===== config.mk =====
export PLATFORM = sky130hd
export DESIGN_NAME = crf_readout
export DESIGN_NICKNAME = d
export VERILOG_FILES = /design/src/rtl/crf_pkg.sv /design/src/rtl/crf_format.sv /design/src/rtl/crf_serializer.sv /design/src/rtl/crf_readout.sv
export SDC_FILE = /design/constraint.sdc
export NUM_CORES = 1
export LEC_CHECK = 0
export BUFFER_PORTS_ARGS = -buffer_cell sky130_fd_sc_hd__buf_2
export CORE_UTILIZATION = 45
export DETAILED_ROUTE_END_ITERATION = 10
export PLACE_DENSITY_LB_ADDON = 0.08
export SLEW_MARGIN = 40
export SYNTH_ARGS = -nofsm -noshare
export SYNTH_HDL_FRONTEND = slang
export SYNTH_HIERARCHICAL = 1
export SYNTH_SLANG_ARGS = --single-unit

===== constraint.sdc =====
create_clock -name clk -period 1.8 [get_ports clk]
set_input_delay 0.27 -clock clk [delete_from_list [all_inputs] [get_ports clk]]
set_output_delay 0.27 -clock clk [all_outputs]
set_load 0.005 [all_outputs]

===== src/rtl/crf_pkg.sv =====
package crf_pkg;
  localparam int unsigned BYTE_W = 8;

  typedef struct packed {
    logic desc;
    logic lsb_first;
    logic sep_pin;
  } rd_cfg_t;
endpackage


===== src/rtl/crf_format.sv =====
module crf_format #(
  parameter int unsigned DW = 24
) (
  input  logic          clk,
  input  logic          rst_n,
  input  logic          conv_valid,
  input  logic [DW-1:0] conv_data,
  input  logic          fmt_offset,
  input  logic          fmt_unipolar,
  output logic [DW-1:0] word_q
);
  logic [DW-1:0] clamped;
  logic [DW-1:0] coded;
  logic [DW-1:0] word_d;

  always_comb begin
    clamped = (fmt_unipolar && conv_data[DW-1]) ? '0 : conv_data;
    coded   = {clamped[DW-1] ^ fmt_offset, clamped[DW-2:0]};
    word_d  = conv_valid ? coded : word_q;
  end

  always_ff @(posedge clk or negedge rst_n) begin
    if (!rst_n) word_q <= '0;
    else        word_q <= word_d;
  end

  // low bits pass through unchanged when no clamp applies
  a_r2_low_bits: assert property (@(posedge clk) disable iff (!rst_n)
    conv_valid && !fmt_unipolar |=> word_q[DW-2:0] == $past(conv_data[DW-2:0]));

  // top bit follows the coding choice
  a_r3_top_bit: assert property (@(posedge clk) disable iff (!rst_n)
    conv_valid && !(fmt_unipolar && conv_data[DW-1])
    |=> word_q[DW-1] == ($past(conv_data[DW-1]) ^ $past(fmt_offset)));

  // negative input under clamp becomes coded zero
  a_r4_clamp: assert property (@(posedge clk) disable iff (!rst_n)
    conv_valid && fmt_unipolar && conv_data[DW-1]
    |=> word_q[DW-2:0] == '0 && word_q[DW-1] == $past(fmt_offset));

  // register only changes on a conversion
  a_r10_hold: assert property (@(posedge clk) disable iff (!rst_n)
    !conv_valid |=> $stable(word_q));
endmodule


===== src/rtl/crf_serializer.sv =====
module crf_serializer
  import crf_pkg::*;
#(
  parameter int unsigned DW = 24,
  parameter int unsigned AW = 2
) (
  input  logic          clk,
  input  logic          rst_n,
  input  logic [DW-1:0] word,
  input  logic          rd_start,
  input  logic [AW-1:0] rd_addr,
  input  logic [AW-1:0] rd_len,
  input  rd_cfg_t       cfg,
  output logic          busy,
  output logic          bit_o,
  output rd_cfg_t       cfg_q
);
  localparam int unsigned NB    = DW / BYTE_W;
  localparam int unsigned SLOTS = 1 << AW;
  localparam int unsigned CW    = $clog2(BYTE_W);

  logic          busy_q, busy_d;
  logic [DW-1:0] snap_q, snap_d;
  logic [AW-1:0] ptr_q, ptr_d;
  logic [AW-1:0] left_q, left_d;
  logic [CW-1:0] bit_q, bit_d;
  rd_cfg_t       cfg_d;

  logic [BYTE_W-1:0] lane [SLOTS];
  logic [BYTE_W-1:0] cur_byte;
  logic [CW-1:0]     bit_idx;

  for (genvar g = 0; g < SLOTS; g++) begin : g_lane
    if (g < NB) begin : g_used
      assign lane[g] = snap_q[DW-1-g*BYTE_W -: BYTE_W];
    end else begin : g_empty
      assign lane[g] = '0;
    end
  end

  always_comb begin
    cur_byte = lane[ptr_q];
    bit_idx  = cfg_q.lsb_first ? bit_q : (CW'(BYTE_W-1) - bit_q);
    bit_o    = busy_q & cur_byte[bit_idx];
  end

  always_comb begin
    busy_d = busy_q;
    snap_d = snap_q;
    ptr_d  = ptr_q;
    left_d = left_q;
    bit_d  = bit_q;
    cfg_d  = cfg_q;
    if (!busy_q) begin
      if (rd_start) begin
        busy_d = 1'b1;
        snap_d = word;
        ptr_d  = rd_addr;
        left_d = rd_len;
        bit_d  = '0;
        cfg_d  = cfg;
      end
    end else if (bit_q == CW'(BYTE_W-1)) begin
      bit_d = '0;
      if (left_q == '0) begin
        busy_d = 1'b0;
      end else begin
        left_d = left_q - AW'(1);
        ptr_d  = cfg_q.desc ? ptr_q - AW'(1) : ptr_q + AW'(1);
      end
    end else begin
      bit_d = bit_q + CW'(1);
    end
  end

  always_ff @(posedge clk or negedge rst_n) begin
    if (!rst_n) begin
      busy_q <= 1'b0;
      snap_q <= '0;
      ptr_q  <= '0;
      left_q <= '0;
      bit_q  <= '0;
      cfg_q  <= '0;
    end else begin
      busy_q <= busy_d;
      snap_q <= snap_d;
      ptr_q  <= ptr_d;
      left_q <= left_d;
      bit_q  <= bit_d;
      cfg_q  <= cfg_d;
    end
  end

  assign busy = busy_q;

  // captured word and controls do not move while a read runs
  a_r9_snap_hold: assert property (@(posedge clk) disable iff (!rst_n)
    busy_q |=> $stable(snap_q) && $stable(cfg_q));

  // a read never ends in the middle of a byte
  a_r5_whole_byte: assert property (@(posedge clk) disable iff (!rst_n)
    busy_q && bit_q != CW'(BYTE_W-1) |=> busy_q);
endmodule


===== src/rtl/crf_readout.sv =====
module crf_readout
  import crf_pkg::*;
#(
  parameter int unsigned DW = 24,
  parameter int unsigned AW = 2
) (
  input  logic          clk,
  input  logic          rst_n,
  input  logic          conv_valid,
  input  logic [DW-1:0] conv_data,
  input  logic          fmt_offset,
  input  logic          fmt_unipolar,
  input  logic          rd_start,
  input  logic [AW-1:0] rd_addr,
  input  logic [AW-1:0] rd_len,
  input  logic          rd_desc,
  input  logic          rd_lsb_first,
  input  logic          rd_sep_pin,
  output logic          sdio_o,
  output logic          sdio_oe,
  output logic          sdout_o,
  output logic          sdout_oe,
  output logic          rd_busy
);
  logic [DW-1:0] word_q;
  logic          ser_bit;
  rd_cfg_t       cfg_in;
  rd_cfg_t       cfg_run;

  assign cfg_in = '{desc: rd_desc, lsb_first: rd_lsb_first, sep_pin: rd_sep_pin};

  crf_format #(.DW(DW)) u_format (
    .clk          (clk),
    .rst_n        (rst_n),
    .conv_valid   (conv_valid),
    .conv_data    (conv_data),
    .fmt_offset   (fmt_offset),
    .fmt_unipolar (fmt_unipolar),
    .word_q       (word_q)
  );

  crf_serializer #(.DW(DW), .AW(AW)) u_ser (
    .clk      (clk),
    .rst_n    (rst_n),
    .word     (word_q),
    .rd_start (rd_start),
    .rd_addr  (rd_addr),
    .rd_len   (rd_len),
    .cfg      (cfg_in),
    .busy     (rd_busy),
    .bit_o    (ser_bit),
    .cfg_q    (cfg_run)
  );

  always_comb begin
    sdio_oe  = rd_busy & ~cfg_run.sep_pin;
    sdout_oe = rd_busy &  cfg_run.sep_pin;
    sdio_o   = sdio_oe  & ser_bit;
    sdout_o  = sdout_oe & ser_bit;
  end

  // never both pins enabled
  a_r8_one_pin: assert property (@(posedge clk) disable iff (!rst_n)
    $onehot0({sdio_oe, sdout_oe}));

  // pins quiet while idle
  a_r8_idle_quiet: assert property (@(posedge clk) disable iff (!rst_n)
    !rd_busy |-> !sdio_oe && !sdout_oe && !sdio_o && !sdout_o);
endmodule


==> out/qor.csv, run 1 <==
metric,value,unit
p_leak,1.648,nW
grt_usage,17.48,%
path_cells,xnor2_4 > buf_6 > mux4_2 > a21oi_1 > a221oi_2 > and3b_2 > buf_2,
grt_pass1_wl,8535,µm
placedCellCount,365,
die_y,82.59,µm
power_density,1553,nW/µm²
critical_path.max_stage_delay,0.46,ns
fin_nets,345,
syn_inst,249,
die_x,82.59,µm
cp.arrival,2.08,ns
period_share,130.4,%
endpoint_kind,output port,
vias,1919,
vias_per_cell,4.984,
fmax,426.1,MHz
io-pin-count,42,
cts_buffers,9,
reg2regPathDepth,8,
cts_sinks,59,
wire_per_inst,13.45,µm
drt_iter0_markers,75,
netlist_area,2923,µm²
antenna_cells,0,
hold_slack,0.1631,ns
grt_antenna_before_repair,0,
totalPowerFinal,0.005454,W
worstMarginPinSlew,0.6135,ns
drtAntennaViolNets,0,
whs_path_depth,2,
start_util,47.95,%
std_cell_rows,28,
die_area,6821,µm²
finalWirelength,5177,µm
design_area,3511,µm²
maxSlewViolCount,0,
stdcell_count,385,
drive_above_1_share,46.13,%
hp-class,primary input to flip-flop,
crit_type,flip-flop to output port,
violations,negative setup slack,
portBuffers,41,
post_synth_num_cell_types,39,
finalCriticalPeriod,2.347,ns
h-tree-depth,3,
drc_errors,0,
cts_buffer_depth,2,
place_area,3229,µm²
rsz0062_at_grt,true,
critical_path_required,1.53,ns
tritoncts,built,
grt_pass1_vias,1836,
slowest_stage,dfrtp_2,
ys_seq_area_share,50.51,%
cp_max_fo,3,
cap_violations,0,
ys_seq_elements,59,
skew,0.004609,ns
setup_slack,-0.5467,ns
dp_hpwl,3639,µm
grt_max_degree,50,
synth_warnings,6,
ir_drop,0.8191,mV
cts_root_buf,clkbuf_8,
finalSetupViolCount,2,
syn-num-nets,289,
avgSynthCellArea,11.74,µm²
gr-total-overflow,0,
cp-start-kind,flip-flop,
worstSkewPairLatency,0.34,ns
fill_cells,534,
drt_first_pass_iters,3,
maxSlewHeadroom,59.10,%
hold_violations,0,
clk_pin_slew,0.06,ns
status,finished with violations,
core_area,6096,µm²
syn_to_final_growth,20.12,%
place_congestion,0.7687,
fin_tns_setup,-1.060,ns
final cells by class:
| class | instances | area [µm²] | share of cell area [%] |
|---|---|---|---|
| repair buffers | 60 | 379.1 | 10.80 |
| inverters | 30 | 112.6 | 3.207 |
| clock inverters | 4 | 50.05 | 1.426 |
| flip-flops and latches | 59 | 1480 | 42.16 |
| multi-input cells | 145 | 1250 | 35.60 |
| clock buffers | 12 | 145.1 | 4.134 |
| well taps | 75 | 93.84 | 2.673 |
registers in the layout, summed over array words and instances (netlist names):
name,count
u_ser/left_q,2
u_ser/bit_q,3
u_ser/snap_q,24
u_ser/busy,1
u_ser/cfg_q,3
u_ser/ptr_q,2
u_format/word_q,24
metrics by stage:
step / util (%) / setup WS [ns]
3_3_place_gp: 52.98 / -0.2121
3_5_place_dp: 52.98 / -0.2537
4_1_cts: 56.69 / -0.5817
5_1_grt: 57.59 / -0.6459
2_1_floorplan: - / -0.02631
6_report: 57.59 / -0.5467
critical path, delay by kind of cell (launching register included):
| kind | cells | cell delay, ns |
|---|---|---|
| XOR/XNOR | 1 | 0.23 |
| buffers and inverters | 2 | 0.26 |
| multiplexers | 1 | 0.30 |
| AND/OR/NAND/NOR | 1 | 0.21 |
| AO/OA/AOI/OAI | 2 | 0.29 |
| flip-flops | 1 | 0.46 |
final timing paths:
| kind | from | endpoint | slack (ns) |
|---|---|---|---|
| min reg2reg | u_format/word_q[11]$_DFFE_PN0P_ | u_ser/snap_q[11]$_DFFE_PN0P_ | 0.51 |
| min | rd_sep_pin | u_ser/cfg_q[0]$_DFFE_PN0P_ | 0.16 |
| max in group asynchronous | rst_n | u_ser/snap_q[12]$_DFFE_PN0P_ | 0.73 |
| max reg2reg | u_ser/bit_q[0]$_DFFE_PN0P_ | u_ser/ptr_q[1]$_DFFE_PN0P_ | 0.14 |
| min in group asynchronous | rst_n | u_format/word_q[2]$_DFFE_PN0P_ | 0.47 |
| max | u_ser/bit_q[0]$_DFFE_PN0P_ | sdio_o | -0.55 |
cells by family (layout without fill, tap and decap cells):
logic type                 after synthesis  in the layout  share of synthesized area, %
and+or+nand+nor                         54             54                         8.734
xor gates and xnor gates                 5              5                         2.140
adders and majority gates                3              3                         1.284
buffers and inverters                   45            106                         8.433
muxes                                   32             32                         13.31
DFF                                     59             59                         50.51
AOI/OAI and AO/OA                       51             51                         15.58
repair_timing:
action | 4_1_cts | 5_1_grt
setup buffers | 1 | 2
gates resized for setup | 4 | 9
hold buffers | 1 | 0
endpoints found under the setup margin | 2 | 6
endpoints found under the hold margin | 24 | 0
pin swaps | 2 | 5
routing by layer:
layer	GRT usage (%)	up-vias	wire, µm
met4	5.690	0	76
met3	7.692	9	212
met5	0	-	0
li1	-	961	-
met2	26.78	26	2416
met1	22.14	923	2472
cell usage after synthesis:
cell,number,share of area (%)
a21oi_1,9,1.5
a221oi_2,1,0.51
a22o_1,2,0.60
a31oi_1,2,0.43
a32o_1,1,0.34
and2_2,1,0.26
and2_4,1,0.30
and2b_2,2,0.60
and3_2,1,0.26
and3b_2,1,0.34
buf_12,2,1.4
buf_2,6,1.0
buf_4,1,0.26
buf_6,4,1.5
clkbuf_1,1,0.13
clkbuf_4,1,0.26
clkinv_1,1,0.13
dfrtp_1,59,51
ha_1,3,1.3
inv_1,29,3.7
mux2_2,25,9.6
mux2i_1,4,1.4
mux4_2,3,2.3
nand2_1,36,4.6
nand2b_1,1,0.21
nand4bb_1,1,0.39
nor2_1,6,0.77
nor2b_1,1,0.21
o21ai_0,5,0.86
o21ai_1,1,0.17
o221ai_1,3,0.90
o22ai_1,5,1.1
o22ai_2,20,8.6
o2bb2ai_1,2,0.60
or2_2,1,0.21
or2b_1,1,0.26
or2b_2,1,0.30
xnor2_4,1,0.94
xor2_1,4,1.2
placed cells by master, fill, tap and decap left out, types with 2 or more instances in the layout:
master / synthesis / layout
o2bb2ai_1: 2 / 2
o22ai_1: 5 / 5
mux2i_1: 4 / 4
inv_1: 29 / 29
ha_1: 3 / 2
o221ai_2: 0 / 2
a31oi_1: 2 / 2
a22o_1: 2 / 2
buf_2: 6 / 41
clkbuf_8: 0 / 10
buf_4: 1 / 15
o21ai_0: 5 / 5
clkbuf_1: 1 / 2
nand2_1: 36 / 36
clkinvlp_4: 0 / 2
nor2_1: 6 / 6
xor2_1: 4 / 2
mux2_2: 25 / 25
a21oi_2: 0 / 2
dfrtp_1: 59 / 56
buf_12: 2 / 2
and2b_2: 2 / 2
mux4_2: 3 / 3
o22ai_2: 20 / 20
dfrtp_2: 0 / 3
a21oi_1: 9 / 7
xor2_2: 0 / 2
where the power goes:
part / switching [W] / internal, W / total (W)
Sequential: 0.000327 / 0.00176 / 0.00209
Clock: 0.000505 / 0.000675 / 0.00118
Combinational: 0.000901 / 0.00128 / 0.00218
No activity file was read; power rests on OpenSTA's default activity.
==> run 2, diff against run 1 <==
CORE_MARGIN = 5   (was default)
==> run 2 against run 1 <==
  * The run still ends with negative setup slack left
  * Total power grew 0.64%
  * Count of clock-buffer cells in the layout unchanged
  * Worst setup slack got worse by 0.026 ns
  * Cell count unchanged
  * Utilization decreased by 2.6 points
  * Critical endpoint unchanged
  * Maximum frequency down 1.1%
  * Critical path depth unchanged
  * Global-route usage down 3.2 points
  * Die area increased by 20%
  * Sequential power about the same
  * Flip-flop and latch count unchanged
  * Combinational power about the same
==> out/qor.csv, run 2 (synthesis results as in run 1) <==
metric,value,unit,change
status,finished with violations,,
violations,negative setup slack,,
finalWirelength,5574,µm,+7.7%
h-tree-depth,3,,unchanged
worstHoldStart,rd_sep_pin,,
wire_per_inst,14.48,µm,+7.7%
maxSlewViolCount,0,,unchanged
cp_top_family,flip-flops,,
die_area,8207,µm²,+20%
grt_pass1_vias,1967,,+7.1%
worstMarginPinSlew,0.3827,ns,-0.2309 ns
portBuffers,41,,unchanged
syn_to_final_growth,19.56,%,
drtAntennaViolNets,0,,unchanged
p_leak,1.655,nW,+0.42%
r2r_slack,0.13,ns,about the same
rsz0062_at_grt,true,,
std_cell_rows,29,,+3.6%
antenna_cells,0,,unchanged
critical_path.max_stage_delay,0.45,ns,about the same
dp_hpwl,3861,µm,+6.1%
cts_root_buf,clkbuf_8,,
fmax,421.4,MHz,-1.1%
critical_path_required,1.53,ns,about the same
finalSetupViolCount,2,,unchanged
vias_per_cell,5.042,,+1.1%
core_area,6350,µm²,+4.2%
pre_cts_ws,-0.2556,ns,-0.001900 ns
power_density,1571,nW/µm²,+1.1%
crit_start,u_ser/bit_q[0]$_DFFE_PN0P_,,
drc_errors,0,,unchanged
fin_nets,343,,-0.58%
hold_end,u_ser/cfg_q[0]$_DFFE_PN0P_,,
drt_first_pass_iters,4,,+1
clk_pin_slew,0.07,ns,about the same
stdcell_count,385,,unchanged
drive_above_1_share,43.83,%,-2.3 points
totalPowerFinal,0.005489,W,+0.64%
cp-start-kind,flip-flop,,
hold_slack,0.1738,ns,+0.01072 ns
place_area,3244,µm²,+0.46%
final_common_cell,dfrtp_1,,
whs_path_depth,2,,unchanged
io-pin-count,42,,unchanged
endpoint_kind,output port,,
ir_drop,0.9256,mV,+13%
critPathBufInv,2,,unchanged
reg2regPathDepth,8,,unchanged
start_util,46.03,%,-1.9 points
hp-class,primary input to flip-flop,,
maxSlewHeadroom,74.49,%,+15 points
reg_top3,"u_format/word_q x24, u_ser/snap_q x24",,
vias,1941,,+1.1%
crit_type,flip-flop to output port,,
worstSkewPairLatency,0.33,ns,about the same
cp.arrival,2.10,ns,+0.02 ns
gr-total-overflow,0,,unchanged
placedCellCount,367,,+0.55%
cts_buffer_depth,2,,unchanged
setup_slack,-0.5730,ns,-0.02628 ns
cts_sinks,59,,unchanged
final_cell_mix,"dfrtp_1, buf_2, nand2_1",,
cp_max_fo,5,,+2
reg2reg_from,u_ser/bit_q[0]$_DFFE_PN0P_,,
cts_buffers,9,,unchanged
grt_usage,14.28,%,-3.2 points
die_x,90.59,µm,+9.7%
path_cells,xnor2_4 > buf_4 > mux4_2 > a21oi_2 > a221oi_2 > and3b_2 > buf_6,,
grt_antenna_before_repair,0,,unchanged
skew,0.009262,ns,+0.004653 ns
fill_cells,578,,+8.2%
slowest_stage,dfrtp_2,,
hold_violations,0,,unchanged
die_y,90.59,µm,+9.7%
drt_iter0_markers,35,,-53%
rr_endpoint,u_ser/ptr_q[1]$_DFFE_PN0P_,,
cap_violations,0,,unchanged
tritoncts,built,,
grt_pass1_wl,9501,µm,+11%
finalCriticalPeriod,2.373,ns,+0.02628 ns
place_congestion,0.8162,,+6.2%
design_area,3495,µm²,-0.46%
grt_max_degree,50,,unchanged
period_share,131.8,%,+1.5 points
run 2: cell count changes in the layout (fill, tap and decap cells not counted), moves of 2 or more:
cell,delta
xor2_1,+2
o221ai_1,+2
buf_4,-3
buf_6,+2
o221ai_2,-2
buf_2,-2
clkinvlp_4,-2
xor2_2,-2
run 2: layer usage:
layer | global-route usage (%) | share of wire (%) | up-vias
li1 | - | - | 961
met1 | 19.53 | 48 | 950
met2 | 21.55 | 48 | 25
met3 | 3.250 | 2.9 | 5
met4 | 6.328 | 1.1 | 0
met5 | 0 | 0 | -
run 2: worst max-delay path by stage:
stage,cells after the start,end
after floorplan,7,sdout_o
after global placement,6,sdout_o
after detailed placement,6,sdout_o
after CTS,8,sdio_o
after global routing,7,sdio_o
final,7,sdio_o
run 2: timing repair:
item,in CTS,in global routing
setup buffers,0,1
hold buffers,1,0
hold endpoints to repair,13,0
endpoints found under the setup margin,2,6
pin swaps,2,5
gates resized for setup,2,6
run 2: report_power, final:
part	leakage, nW	switching [W]	total, W	internal [W]
Sequential	0.731	0.000317	0.00208	0.00176
Combinational	0.817	0.000907	0.00218	0.00127
Clock	0.106	0.000516	0.00123	0.000713
run 2: final cells by class:
type                            count  area (µm²)  share of cell area, %
Clock buffer                       12       155.1                  4.440
Clock inverter                      4       48.80                  1.396
Inverter                           30       112.6                  3.222
Multi-Input combinational cell    145        1212                  34.69
Sequential cell                    59        1480                  42.36
Tap cell                           77       96.34                  2.757
Timing Repair Buffer               58       389.1                  11.13
run 2: metrics by stage:
stage | utilization (%) | setup TNS (ns)
2_1_floorplan | - | -0.03841
5_1_grt | 55.03 | -1.356
3_5_place_dp | 51.09 | -0.4964
3_3_place_gp | 51.09 | -0.4053
4_1_cts | 54.50 | -1.166
6_report | 55.03 | -1.106
==> run 3, diff against run 2 <==
CTS_BUF_LIST = sky130_fd_sc_hd__clkbuf_4   (was default)
==> run 3 against run 2 <==
  * The flow still finishes with violations (negative setup slack)
  * Worst hold slack worse by 0.064 ns
  * Utilization is 1.1 points lower
  * Flip-flop and latch count stayed put
  * Count of clock-buffer cells in the layout is 2 lower
  * Non-clock buffer count stayed put
  * Highest routed layer unchanged
  * Largest power group unchanged
  * Critical path depth stayed put
  * Cell count stayed put
  * Die area stayed put
  * Largest cell class unchanged
  * Sequential power hardly changed
  * Sequential share of layout area is 0.87 points higher
==> out/qor.csv, run 3 (synthesis results as in run 1) <==
metric,value,unit,change
grt_usage,14.07,%,-0.21 points
dp_hpwl,3861,µm,unchanged
cap_violations,0,,unchanged
drc_errors,0,,unchanged
crit_type,flip-flop to output port,,
slowest_stage,dfrtp_2,,
p_sw_share,32.91,%,+1.2 points
cts_buffers,9,,unchanged
critical_path.max_stage_delay,0.47,ns,+0.02 ns
rsz0062_at_grt,true,,
drt_first_pass_iters,5,,+1
hold_end,u_ser/cfg_q[0]$_DFFE_PN0P_,,
start_util,46.03,%,unchanged
skew,0.005901,ns,-0.003361 ns
die_x,90.59,µm,unchanged
finalCriticalPeriod,2.451,ns,+0.07808 ns
fill_cells,587,,+1.6%
cp.arrival,2.18,ns,+0.08 ns
hold_slack,0.1098,ns,-0.06405 ns
grt_pass1_vias,1941,,-1.3%
h-tree-depth,3,,unchanged
tritoncts,built,,
vias_per_cell,4.987,,-1.1%
place_congestion,0.8162,,unchanged
violations,negative setup slack,,
antenna_cells,0,,unchanged
power_density,1506,nW/µm²,-4.1%
maxSlewViolCount,0,,unchanged
cts_buffer_depth,2,,unchanged
cts_root_buf,clkbuf_4,,
fin_nets,343,,unchanged
grt_pass1_wl,9328,µm,-1.8%
fin_tns_setup,-1.265,ns,-0.1586 ns
hold_violations,0,,unchanged
grt_antenna_before_repair,0,,unchanged
gr-total-overflow,0,,unchanged
std_cell_rows,29,,unchanged
cp_max_fo,5,,unchanged
reg2reg_from,u_ser/bit_q[0]$_DFFE_PN0P_,,
final_cell_mix,"dfrtp_1, buf_2, nand2_1",,
grt_max_degree,50,,unchanged
die_area,8207,µm²,unchanged
reg_top3,"u_format/word_q x24, u_ser/snap_q x24",,
drt_iter0_markers,26,,-26%
die_y,90.59,µm,unchanged
io-pin-count,42,,unchanged
cts_sinks,59,,unchanged
worstMarginPinSlew,0.3775,ns,-0.005201 ns
r2r_slack,0.16,ns,+0.03 ns
path_cells,xnor2_4 > buf_4 > mux4_2 > a21oi_2 > a221oi_2 > and3b_2 > buf_6,,
cp-start-kind,flip-flop,,
worstSkewPairLatency,0.38,ns,+0.05 ns
maxSlewHeadroom,74.84,%,+0.35 points
syn_to_final_growth,17.17,%,
internal_power,0.003460,W,-7.7%
p_clk_share,17.6,%,-4.8 points
final_common_cell,dfrtp_1,,
vias,1920,,-1.1%
hp-class,primary input to flip-flop,,
power_frac_comb,42.2,%,+2.5 points
drive_above_1_share,43.83,%,unchanged
portBuffers,41,,unchanged
p_switching,0.001697,W,-2.5%
setup_slack,-0.6511,ns,-0.07808 ns
finalSetupViolCount,2,,unchanged
period_share,136.2,%,+4.3 points
clk_pin_slew,0.10,ns,+0.03 ns
finalWirelength,5449,µm,-2.2%
wire_per_inst,14.15,µm,-2.2%
ir_drop,0.8627,mV,-6.8%
worstHoldStart,rd_sep_pin,,
seqPwrFrac,40.2,%,+2.3 points
rr_endpoint,u_ser/ptr_q[1]$_DFFE_PN0P_,,
fmax,408.0,MHz,-3.2%
whs_path_depth,2,,unchanged
critical_path_required,1.53,ns,about the same
p_leak,1.622,nW,-2.0%
drtAntennaViolNets,0,,unchanged
core_area,6350,µm²,unchanged
status,finished with violations,,
reg2regPathDepth,8,,unchanged
endpoint_kind,output port,,
[run 3: cell types whose count changed in the layout (fill, tap and decap cells not counted)]
cell,change
clkbuf_1,-1
clkbuf_4,+10
clkbuf_8,-11
clkinv_1,+2
ha_1,-1
ha_2,+1
[run 3: critical path: cells and delay by family, from the launching register on]
kind | cells | cell delay (ns)
AO/OA/AOI/OAI | 2 | 0.25
XOR/XNOR | 1 | 0.27
buffers and inverters | 2 | 0.27
flip-flops | 1 | 0.47
multiplexers | 1 | 0.31
AND/OR/NAND/NOR | 1 | 0.23
[run 3: layout make-up]
cell class | instances | area (µm²) | area share (%)
Clock buffer | 10 | 75.07 | 2.192
Clock inverter | 6 | 56.30 | 1.644
Inverter | 30 | 112.6 | 3.288
Multi-Input combinational cell | 145 | 1215 | 35.48
Sequential cell | 59 | 1480 | 43.22
Tap cell | 77 | 96.34 | 2.813
Timing Repair Buffer | 58 | 389.1 | 11.36
[run 3: worst max-delay path by stage]
stage	from	to	slack (ns)	cells after the start
2_1_floorplan	u_ser/cfg_q[1]$_DFFE_PN0P_	sdout_o	-0.03	7
3_3_place_gp	u_ser/ptr_q[0]$_DFFE_PN0P_	sdout_o	-0.21	6
3_5_place_dp	u_ser/ptr_q[0]$_DFFE_PN0P_	sdout_o	-0.26	6
4_1_cts	u_ser/cfg_q[1]$_DFFE_PN0P_	sdio_o	-0.67	8
5_1_grt	u_ser/bit_q[0]$_DFFE_PN0P_	sdio_o	-0.79	7
6_report	u_ser/bit_q[0]$_DFFE_PN0P_	sdio_o	-0.65	7
[run 3: through the flow]
step | util, % | std cells | cell area, µm² | power (W) | setup WS [ns]
after floorplan | - | 249 | 2930 | 0.003519 | -0.02631
after global placement | 51.09 | 367 | 3244 | 0.004094 | -0.2095
after detailed placement | 51.09 | 367 | 3244 | 0.004135 | -0.2556
after CTS | 53.36 | 384 | 3388 | 0.005075 | -0.6715
after global routing | 53.93 | 385 | 3425 | 0.005559 | -0.7885
final | 53.93 | 385 | 3425 | 0.005158 | -0.6511
[run 3: repair_timing]
| item | CTS | global route |
|---|---|---|
| hold endpoints to repair | 13 | 0 |
| pin swaps | 2 | 6 |
| setup endpoints to repair | 2 | 6 |
| resized for setup | 2 | 7 |
| hold buffers | 1 | 0 |
| setup buffers | 0 | 1 |
[run 3: routing by layer]
metal	track usage [%]	routed length (µm)	up-vias
li1	-	-	962
met1	19.11	2630	928
met2	20.94	2569	25
met3	4.250	193	5
met4	5.583	55	0
met5	0	0	-
[run 3: power groups by stage]
stage          Combinational [W]  Sequential (W)  Clock, W
5_1_grt                  0.00240         0.00214   0.00102
6_report                 0.00218         0.00207  0.000910
2_1_floorplan            0.00154         0.00198         0
3_3_place_gp             0.00199         0.00210         0
3_5_place_dp             0.00203         0.00210         0
4_1_cts                  0.00205         0.00208  0.000952
